### config.mk
export PLATFORM = sky130hd
export DESIGN_NAME = dts_sequencer
export DESIGN_NICKNAME = d
export VERILOG_FILES = /design/src/rtl/dts_pkg.sv /design/src/rtl/dts_code_tracker.sv /design/src/rtl/dts_gap_timer.sv /design/src/rtl/dts_phase_fsm.sv /design/src/rtl/dts_sequencer.sv
export SDC_FILE = /design/constraint.sdc
export NUM_CORES = 1
export LEC_CHECK = 0
export BUFFER_PORTS_ARGS = -buffer_cell sky130_fd_sc_hd__buf_4
export CAP_MARGIN = 20
export CORE_UTILIZATION = 55
export DETAILED_ROUTE_END_ITERATION = 8
export PLACE_DENSITY_LB_ADDON = 0.1
export SLEW_MARGIN = 20
export SYNTH_ARGS = -nofsm -noshare
export SYNTH_HDL_FRONTEND = slang
export SYNTH_SLANG_ARGS = --single-unit
### constraint.sdc
create_clock -name clk -period 2.3 [get_ports clk]
set_clock_uncertainty 0.1 [all_clocks]
set_input_delay 0.23 -clock clk [delete_from_list [all_inputs] [get_ports clk]]
set_output_delay 0.23 -clock clk [all_outputs]
set_load 0.01 [all_outputs]
### src/rtl/dts_pkg.sv
package dts_pkg;

   typedef enum logic [2:0] {
      PH_OFF    = 3'd0,
      PH_LS     = 3'd1,
      PH_GAP_LH = 3'd2,
      PH_HS     = 3'd3,
      PH_GAP_HL = 3'd4
   } phase_t;

   function automatic int max_of(input int a, input int b);
      return (a > b) ? a : b;
   endfunction

endpackage

### src/rtl/dts_code_tracker.sv
module dts_code_tracker #(
   parameter int MAX_CODE = 3,
   parameter int CW       = $clog2(MAX_CODE + 1)
) (
   input  logic          clk,
   input  logic          rst_n,
   input  logic          upd,
   input  logic          shorten,
   output logic [CW-1:0] code
);
   localparam logic [CW-1:0] MAXV = CW'(MAX_CODE);

   if (MAX_CODE < 1) begin : g_bad_max
      $error("dts_code_tracker: MAX_CODE must be at least 1");
   end

   always_ff @(posedge clk or negedge rst_n) begin
      if (!rst_n) begin
         code <= MAXV;
      end else if (upd) begin
         if (shorten) begin
            if (code != '0) code <= code - CW'(1);
         end else begin
            if (code != MAXV) code <= code + CW'(1);
         end
      end
   end

   a_r4_unit_step: assert property (@(posedge clk) disable iff (!rst_n)
      upd |=> (code == $past(code) + CW'(1)) || (code == $past(code) - CW'(1))
              || (code == $past(code)));

   a_r5_floor: assert property (@(posedge clk) disable iff (!rst_n)
      (upd && shorten && code == '0) |=> code == '0);

   a_r5_ceiling: assert property (@(posedge clk) disable iff (!rst_n)
      (upd && !shorten && code == MAXV) |=> code == MAXV);

   a_r7_hold_idle: assert property (@(posedge clk) disable iff (!rst_n)
      !upd |=> $stable(code));

endmodule

### src/rtl/dts_gap_timer.sv
module dts_gap_timer #(
   parameter int TW = 4
) (
   input  logic          clk,
   input  logic          rst_n,
   input  logic          load,
   input  logic [TW-1:0] load_val,
   output logic          done
);
   logic [TW-1:0] cnt;

   always_ff @(posedge clk or negedge rst_n) begin
      if (!rst_n)             cnt <= '0;
      else if (load)          cnt <= load_val;
      else if (cnt != '0)     cnt <= cnt - TW'(1);
   end

   assign done = (cnt == '0);

   a_r8_no_early_done: assert property (@(posedge clk) disable iff (!rst_n)
      (load && load_val != '0) |=> !done);

endmodule

### src/rtl/dts_phase_fsm.sv
module dts_phase_fsm
   import dts_pkg::*;
(
   input  logic   clk,
   input  logic   rst_n,
   input  logic   en,
   input  logic   pwm_req,
   input  logic   diode_flag,
   input  logic   gap_done,
   output phase_t phase,
   output logic   enter_lh,
   output logic   enter_hl,
   output logic   upd_lh,
   output logic   upd_hl,
   output logic   shorten
);
   phase_t nxt;
   logic   seen_q;
   logic   in_gap;

   assign in_gap   = (phase == PH_GAP_LH) || (phase == PH_GAP_HL);
   assign enter_lh = en && (phase == PH_LS) && pwm_req;
   assign enter_hl = en && (phase == PH_HS) && !pwm_req;
   assign upd_lh   = en && (phase == PH_GAP_LH) && gap_done;
   assign upd_hl   = en && (phase == PH_GAP_HL) && gap_done;
   assign shorten  = seen_q || diode_flag;

   always_comb begin
      nxt = phase;
      if (!en) begin
         nxt = PH_OFF;
      end else begin
         unique case (phase)
            PH_OFF:    nxt = pwm_req ? PH_HS : PH_LS;
            PH_LS:     if (pwm_req)  nxt = PH_GAP_LH;
            PH_GAP_LH: if (gap_done) nxt = PH_HS;
            PH_HS:     if (!pwm_req) nxt = PH_GAP_HL;
            PH_GAP_HL: if (gap_done) nxt = PH_LS;
            default:   nxt = PH_OFF;
         endcase
      end
   end

   always_ff @(posedge clk or negedge rst_n) begin
      if (!rst_n) begin
         phase  <= PH_OFF;
         seen_q <= 1'b0;
      end else begin
         phase <= nxt;
         if (enter_lh || enter_hl) seen_q <= 1'b0;
         else if (in_gap)          seen_q <= seen_q || diode_flag;
      end
   end

   a_r6_hs_entry: assert property (@(posedge clk) disable iff (!rst_n)
      (phase == PH_HS && $past(phase) != PH_HS)
         |-> ($past(phase) == PH_GAP_LH || $past(phase) == PH_OFF));

   a_r6_ls_entry: assert property (@(posedge clk) disable iff (!rst_n)
      (phase == PH_LS && $past(phase) != PH_LS)
         |-> ($past(phase) == PH_GAP_HL || $past(phase) == PH_OFF));

   a_r8_gap_holds: assert property (@(posedge clk) disable iff (!rst_n)
      (en && in_gap && !gap_done) |=> (phase == $past(phase)));

   a_r7_disable_off: assert property (@(posedge clk) disable iff (!rst_n)
      !en |=> phase == PH_OFF);

endmodule

### src/rtl/dts_sequencer.sv
module dts_sequencer
   import dts_pkg::*;
#(
   parameter int STEP_TICKS     = 1,
   parameter int LH_RANGE_TICKS = 19,
   parameter int HL_RANGE_TICKS = 16
) (
   input  logic clk,
   input  logic rst_n,
   input  logic en,
   input  logic pwm_req,
   input  logic diode_flag,
   output logic hs_gate,
   output logic ls_gate
);
   localparam int LH_MAX    = LH_RANGE_TICKS / STEP_TICKS;
   localparam int HL_MAX    = HL_RANGE_TICKS / STEP_TICKS;
   localparam int MAXC      = max_of(LH_MAX, HL_MAX);
   localparam int CW        = $clog2(MAXC + 1);
   localparam int MAX_TICKS = MAXC * STEP_TICKS;
   localparam int TW        = $clog2(MAX_TICKS + 1);

   if (STEP_TICKS < 1) begin : g_bad_step
      $error("dts_sequencer: STEP_TICKS must be at least 1");
   end
   if (LH_RANGE_TICKS < STEP_TICKS || HL_RANGE_TICKS < STEP_TICKS) begin : g_bad_range
      $error("dts_sequencer: each range must cover at least one step");
   end

   phase_t        phase;
   logic          enter_lh, enter_hl, upd_lh, upd_hl, shorten, gap_done;
   logic [1:0]    upd_vec;
   logic [CW-1:0] code [2];
   logic [TW-1:0] load_val;

   assign upd_vec = {upd_hl, upd_lh};

   dts_phase_fsm u_fsm (
      .clk        (clk),
      .rst_n      (rst_n),
      .en         (en),
      .pwm_req    (pwm_req),
      .diode_flag (diode_flag),
      .gap_done   (gap_done),
      .phase      (phase),
      .enter_lh   (enter_lh),
      .enter_hl   (enter_hl),
      .upd_lh     (upd_lh),
      .upd_hl     (upd_hl),
      .shorten    (shorten)
   );

   for (genvar g = 0; g < 2; g++) begin : g_edge
      localparam int EDGE_MAX = (g == 0) ? LH_MAX : HL_MAX;
      dts_code_tracker #(.MAX_CODE(EDGE_MAX), .CW(CW)) u_code (
         .clk     (clk),
         .rst_n   (rst_n),
         .upd     (upd_vec[g]),
         .shorten (shorten),
         .code    (code[g])
      );
   end

   assign load_val = enter_lh ? TW'(int'(code[0]) * STEP_TICKS)
                              : TW'(int'(code[1]) * STEP_TICKS);

   dts_gap_timer #(.TW(TW)) u_timer (
      .clk      (clk),
      .rst_n    (rst_n),
      .load     (enter_lh || enter_hl),
      .load_val (load_val),
      .done     (gap_done)
   );

   assign hs_gate = en && (phase == PH_HS);
   assign ls_gate = en && (phase == PH_LS);

   a_r6_no_overlap: assert property (@(posedge clk) disable iff (!rst_n)
      !(hs_gate && ls_gate));

   a_r2_hs_after_gap: assert property (@(posedge clk) disable iff (!rst_n)
      $rose(hs_gate) |-> !$past(ls_gate));

   a_r3_ls_after_gap: assert property (@(posedge clk) disable iff (!rst_n)
      $rose(ls_gate) |-> !$past(hs_gate));

endmodule

After elaboration in Yosys (flattened, before gate mapping)

Cells that the tools add are included.
Widths: inputs -> output; s select.

Add/subtract/negate cells: 5
Equal/unequal tests: 12
Muxes and demuxes: 18
Reduce and logical (&&, ||, !) cells: 24

Operator list:

| kind                | count |
|---|---|
| $mux 5              | 9 |
| $mux 3              | 5 |
| $pmux 3 s5          | 1 |
| $reduce_bool 5->1   | 3 |
| $sub 5x1->5 const B | 3 |
| $add 5x1->5 const B | 2 |
| $ne 5x5->1 const B  | 2 |
| $logic_and 1x1->1   | 8 |
| $reduce_bool 2->1   | 4 |
| $eq 3x2->1 const B  | 2 |
| $ne 3x2->1 const B  | 2 |
| $ne 3x3->1 const B  | 2 |
| $reduce_and 3->1    | 2 |
| $logic_not 5->1     | 1 |
| $reduce_and 4->1    | 1 |
| $eq 3x1->1 const B  | 1 |
| $eq 3x3->1 const B  | 1 |
| $logic_not 3->1     | 1 |
| $logic_or 1x1->1    | 3 |
| $mux 1              | 2 |
| $mux 2              | 1 |
| $ne 2x1->1 const B  | 1 |
| $ne 2x2->1 const B  | 1 |
| $logic_not 1->1     | 1 |

Flip-flop bits (word level): 19
Input bits: 5
Output and inout port bits: 2
Word-level logic and storage cells: 64

Longest topological paths before layout

Depth after elaboration: 5
Depth in mapped cells: 8
Mapped depth without buffers: 7

Hierarchy

A second synthesis with hierarchy kept.

Cells, all modules: 139
Area total of the unflattened synthesis: 1443.9 µm²

By module, submodules not included:

| module                              | times used | cells each | area an instance (µm²) | seq. area each (µm²) |
|---|---|---|---|---|
| dts_code_tracker (g_edge[0].u_code) | 1          | 40         | 424.2                  | 128.9 |
| dts_code_tracker (g_edge[1].u_code) | 1          | 36         | 380.4                  | 126.4 |
| dts_gap_timer                       | 1          | 27         | 279.0                  | 125.1 |
| dts_phase_fsm                       | 1          | 28         | 277.8                  | 100.1 |
| dts_sequencer                       | 1          | 8          | 82.6                   | 0.0 |

Least setup slack after synthesis

Ideal clock, no wire load.

Kind: register -> register
Start point: reg g_edge[0].u_code.code[1]
End point: reg g_edge[0].u_code.code[2]
Setup time: 0.079 ns
Arrival: 1.837 ns
Data required time: 2.121 ns
Setup slack: 0.284 ns
Stages on the path, launching flop included: 7
Buffers on the path: 1
Clock period less this slack: 2.016 ns
Cell sequence: dfstp_2 -> clkbuf_1 -> xnor2_1 -> ha_1 -> or3_1 -> a221oi_1 -> xor2_1

Cells in the longest elaborated chain, start to end: 3
Elaborated cells between the ends (all ways): 10
Those cells by class: 2 x add/sub; 2 x eq/ne; 3 x mux; 3 x reduce/logical

RTL lines:

| item                                       | line                   | text |
|---|---|---|
| from (decl)                                | dts_code_tracker.sv:9  | `output logic [CW-1:0] code` |
| from (signal assigned)                     | dts_code_tracker.sv:22 | `if (code != '0) code <= code - CW'(1);` |
| from (signal assigned)                     | dts_code_tracker.sv:24 | `if (code != MAXV) code <= code + CW'(1);` |
| $add 5x1->5 (tied with other cells)        | dts_code_tracker.sv:24 |  |
| $mux 5 (tied with other cells)             | dts_code_tracker.sv:24 |  |
| $mux 5 or $reduce_and 3->1 (tied branches) | --                     |  |

Several ways; a longest one is shown, not always the timed one. The select of a mux whose other input is x is not followed.
A chain may end at the register's enable or synchronous reset.

Worst setup path after layout

Start point: reg u_timer.cnt[0]
End point: reg g_edge[1].u_code.code[3]

Cells in the longest elaborated chain, start to end: 3

RTL lines:

| item                              | line                   | text |
|---|---|---|
| from (decl)                       | dts_gap_timer.sv:10    | `logic [TW-1:0] cnt;` |
| from (signal assigned)            | dts_gap_timer.sv:14    | `else if (load) cnt <= load_val;` |
| from (signal assigned)            | dts_gap_timer.sv:15    | `else if (cnt != '0) cnt <= cnt - TW'(1);` |
| $logic_not 5->1                   | dts_gap_timer.sv:18    | `assign done = (cnt == '0);` |
| $logic_and 1x1->1                 | dts_phase_fsm.sv:25    | `assign upd_hl = en && (phase == PH_GAP_HL) && gap_done;` |
| $reduce_and 3->1 (no source line) | --                     |  |
| to (signal assigned)              | dts_code_tracker.sv:22 |  |
| to (signal assigned)              | dts_code_tracker.sv:24 |  |
| to (decl)                         | dts_code_tracker.sv:9  |  |

No other way between the ends.

==> results by group <==
Power and ir drop
  • Combinational share of power: 44.6%
  • Clock power frac: 13.5%
  • Sequential Power Share: 41.9%
  • Total power: 1.29 mW
  • Switching power: 508 uW
  • PD cells: 881 nW/um2
  • Int Pwr: 787 uW
  • Maximum vdd drop: 563 uV
  • Switching fraction of total power: 39.2%
  • Leak: 0.663 nW

Synth
  • Post-synth top area share: 27.7%
  • Cell taking the most area after synthesis: dfrtp_1
  • Ys flop type: dfrtp_1
  • Post-synthesis simple-gate area fraction: 19.6%
  • Main combinational cell family by area after synthesis: compound AO/OA/AOI/OAI gates
  • Synth Area in XOR/XNOR: 9.04%
  • Post-synthesis compound-gate area fraction: 19.7%
  • Multiplexer share of the synthesized area: 6.46%
  • Post-Syn Area: 1360 um2
  • Post-Synthesis Cells: 146
  • Syn_nets: 156
  • Register area share after synthesis: 35.4%
  • Synth unique cells: 49
  • Post-synthesis average cell area: 9.29 um2
  • Adder-Cell Fraction of Synth Area: 5.44%
  • Ranking of synthesized cells by area: dfrtp_1, dfstp_2, xnor2_1, ha_1, o21ai_0
  • Ys Warns: 0
  • EDFF count, synth: 0
  • Ys async rst share: 100%
  • Seq cells post-synth: 19

Critical path
  • CP max-delay cell: or4b_1
  • Worst path depth: 6
  • Worst r2r src: u_timer.cnt[0]$_DFFE_PN0P_
  • CP startpoint: u_timer.cnt[0]$_DFFE_PN0P_
  • Critical path's top delay family: simple AND/OR/NAND/NOR gates
  • Startpoint types: flip-flop
  • FF-to-FF setup slack: 150 ps
  • Worst-path fanout max: 5
  • Crit end category: flip-flop
  • Crit path largest cell delay: 590 ps
  • Arrival @ worst endpoint: 2240 ps
  • Critical Path RT: 2400 ps
  • WS Path Type: flip-flop to flip-flop
  • Crit-path cells: inv_1, ha_1, or4b_1, nor2_2, nand2_2, mux2_4
  • Reg2Reg Depth: 6
  • Bufs and invs on worst path: 1

STA
  • Setup TNS: 0 ps
  • RSZ-0062 raised after global routing: no
  • Final Critical Period: 2150 ps
  • Final setup fails: 0
  • Final WS setup: 154 ps
  • Worst Max-Slew Pin Slew: 401 ps
  • Final-report max-slew violation count: 0
  • Fmax: 466 MHz
  • Rel. slew slack: 73.0%
  • Fin crit share: 93.3%
  • Final Hold Fails: 0
  • Worst hold-check slack: 77.9 ps

GRT
  • Grt total ovfl: 0
  • Vias in the first global route: 1042
  • First-pass GRT wire length: 4840 um
  • GR Util All Layers: 25.1%
  • Initial antenna violation count: 0
  • Pin count of the biggest net entering global routing: 20

Die
  • DIE WIDTH: 51.7 um
  • I/O pin total: 7
  • CORE AREA: 2280 um2
  • Die H: 51.7 um
  • Die area: 2670 um2
  • Initial Utilization: 59.6%
  • Site Rows: 17

Place
  • Routability cong.: 0.931
  • Post-DP HPWL: 2110 um
  • Number of port buffers: 6
  • DP Worst Slack: 193 ps
  • Dpl cells: 176
  • Post-DP Area: 1430 um2

Clock tree
  • CTS tree: done
  • Clk sinks: 19
  • Worst-Skew Late Latency: 310 ps
  • H-Tree Depth: 1
  • Setup repair bufs after CTS: 0
  • Clock Tree Buf Depth: 2
  • Clk root buf: clkbuf_4
  • CTS clk-pin slew, worst paths: 110 ps
  • CTS Buf Count: 3

Layout
  • Layout area overhead: 8.39%
  • Layout cell share with drive strength beyond 1: 19.6%
  • Post-Layout Cell Count: 181
  • Design Area, Final: 1470 um2
  • Most frequent cells in the layout: dfrtp_1, xnor2_1, buf_4
  • Total Nets Final: 164
  • Fill count: 198
  • N_diodes: 0
  • Commonest non-fill, non-tap cell in the layout: dfrtp_1
  • Total area of sequential cells: 480 um2
  • Finished Core Util: 64.6%
  • Multi-input gate area: 817 um2

Detailed routing
  • First-pass DRT Iterations: 4
  • DR iter-0 viols: 24
  • DRC violations left: 0
  • Routed Antenna Nets: 0
  • Final WL: 2910 um
  • Via-to-Cell Ratio: 6.28
  • Wirelength per Cell: 16.1 um
  • DR vias: 1137

Run
  • Max-Cap Viols: 0

Min path
  • Cell count of the worst hold path: 2
  • Worst hold path type: input port to flip-flop
  • HP Start: en

Status
  • Status: completed
==> registers in the layout (all words and copies together), names as in the netlist <==
signal and cells:
u_fsm.seen_q 1, u_fsm.phase 3, u_timer.cnt 5, g_edge.u_code.code 10
==> worst reg2reg max path, delay by kind of cell, from the launching register on <==
family        cells  cell delay [ps]
mux               1              310
simple gates      3              940
fa+ha+maj         1              220
buf+inv           1               90
flops             1              390
==> final cells by class <==
class	count	area share (%)
Clock buffer	4	1.79
Inverter	7	1.79
Multi-Input combinational cell	112	55.6
Sequential cell	19	32.7
Tap cell	28	2.38
Timing Repair Buffer	11	5.79
==> cell usage after synthesis (2+ instances only) <==
| cell | instances |
|---|---|
| dfrtp_1 | 15 |
| xnor2_1 | 10 |
| nand2_1 | 8 |
| o21ai_0 | 8 |
| nor2_1 | 7 |
| clkbuf_1 | 6 |
| inv_1 | 6 |
| nor3_1 | 6 |
| ha_1 | 5 |
| a21oi_1 | 4 |
| dfstp_2 | 4 |
| nand3_1 | 4 |
| or3_1 | 4 |
| xor2_1 | 4 |
| a31oi_1 | 3 |
| mux2_2 | 3 |
| o211a_1 | 3 |
| o22a_1 | 3 |
| o22ai_1 | 3 |
| a221oi_1 | 2 |
| and2_1 | 2 |
| and3_1 | 2 |
| buf_2 | 2 |
| mux2_4 | 2 |
| nand4_1 | 2 |
| nor2_2 | 2 |
| nor2b_1 | 2 |
| o2bb2ai_1 | 2 |
| o31a_1 | 2 |
==> metal layers <==
layer / GRT usage [%] / share of wire, % / vias to the layer above / routed length (um)
met3: 3.51 / 2.5 / 5 / 74
li1: - / - / 551 / -
met4: 9.46 / 1.5 / 0 / 44
met5: 0 / 0 / - / 0
met1: 34.1 / 49 / 553 / 1420
met2: 40.3 / 47 / 28 / 1380
==> final timing paths <==
kind,endpoint
max,g_edge[1].u_code.code[3]$_DFFE_PN0P_
min,u_fsm.phase[0]$_DFFE_PN0P_
max reg2reg,g_edge[1].u_code.code[3]$_DFFE_PN0P_
min reg2reg,g_edge[1].u_code.code[4]$_DFFE_PN1P_
max in group asynchronous,g_edge[1].u_code.code[4]$_DFFE_PN1P_
min in group asynchronous,u_fsm.seen_q$_DFFE_PN0P_
==> power by group through the flow <==
stage	Combinational [mW]	Clock [mW]	Sequential [mW]
6_report	0.578	0.175	0.542
3_5_place_dp	0.573	0	0.547
3_3_place_gp	0.557	0	0.544
2_1_floorplan	0.479	0	0.504
5_1_grt	0.641	0.195	0.556
4_1_cts	0.579	0.180	0.540
==> logic make-up (layout without fill, tap and decap cells) <==
group,count (synthesis),after routing
AND/OR/NAND/NOR,47,47
AO/OA/AOI/OAI,38,38
flip-flops,19,19
buffers and inverters,15,22
XOR/XNOR,14,14
multiplexers,7,7
adder cells (fa/ha/maj),6,6
==> repair_timing <==
item | CTS | global route
gates resized for setup | 0 | 0
endpoints found under the hold margin | 19 | 0
hold buffers | 1 | 0
Note: power is estimated with default switching activity, not from simulation.
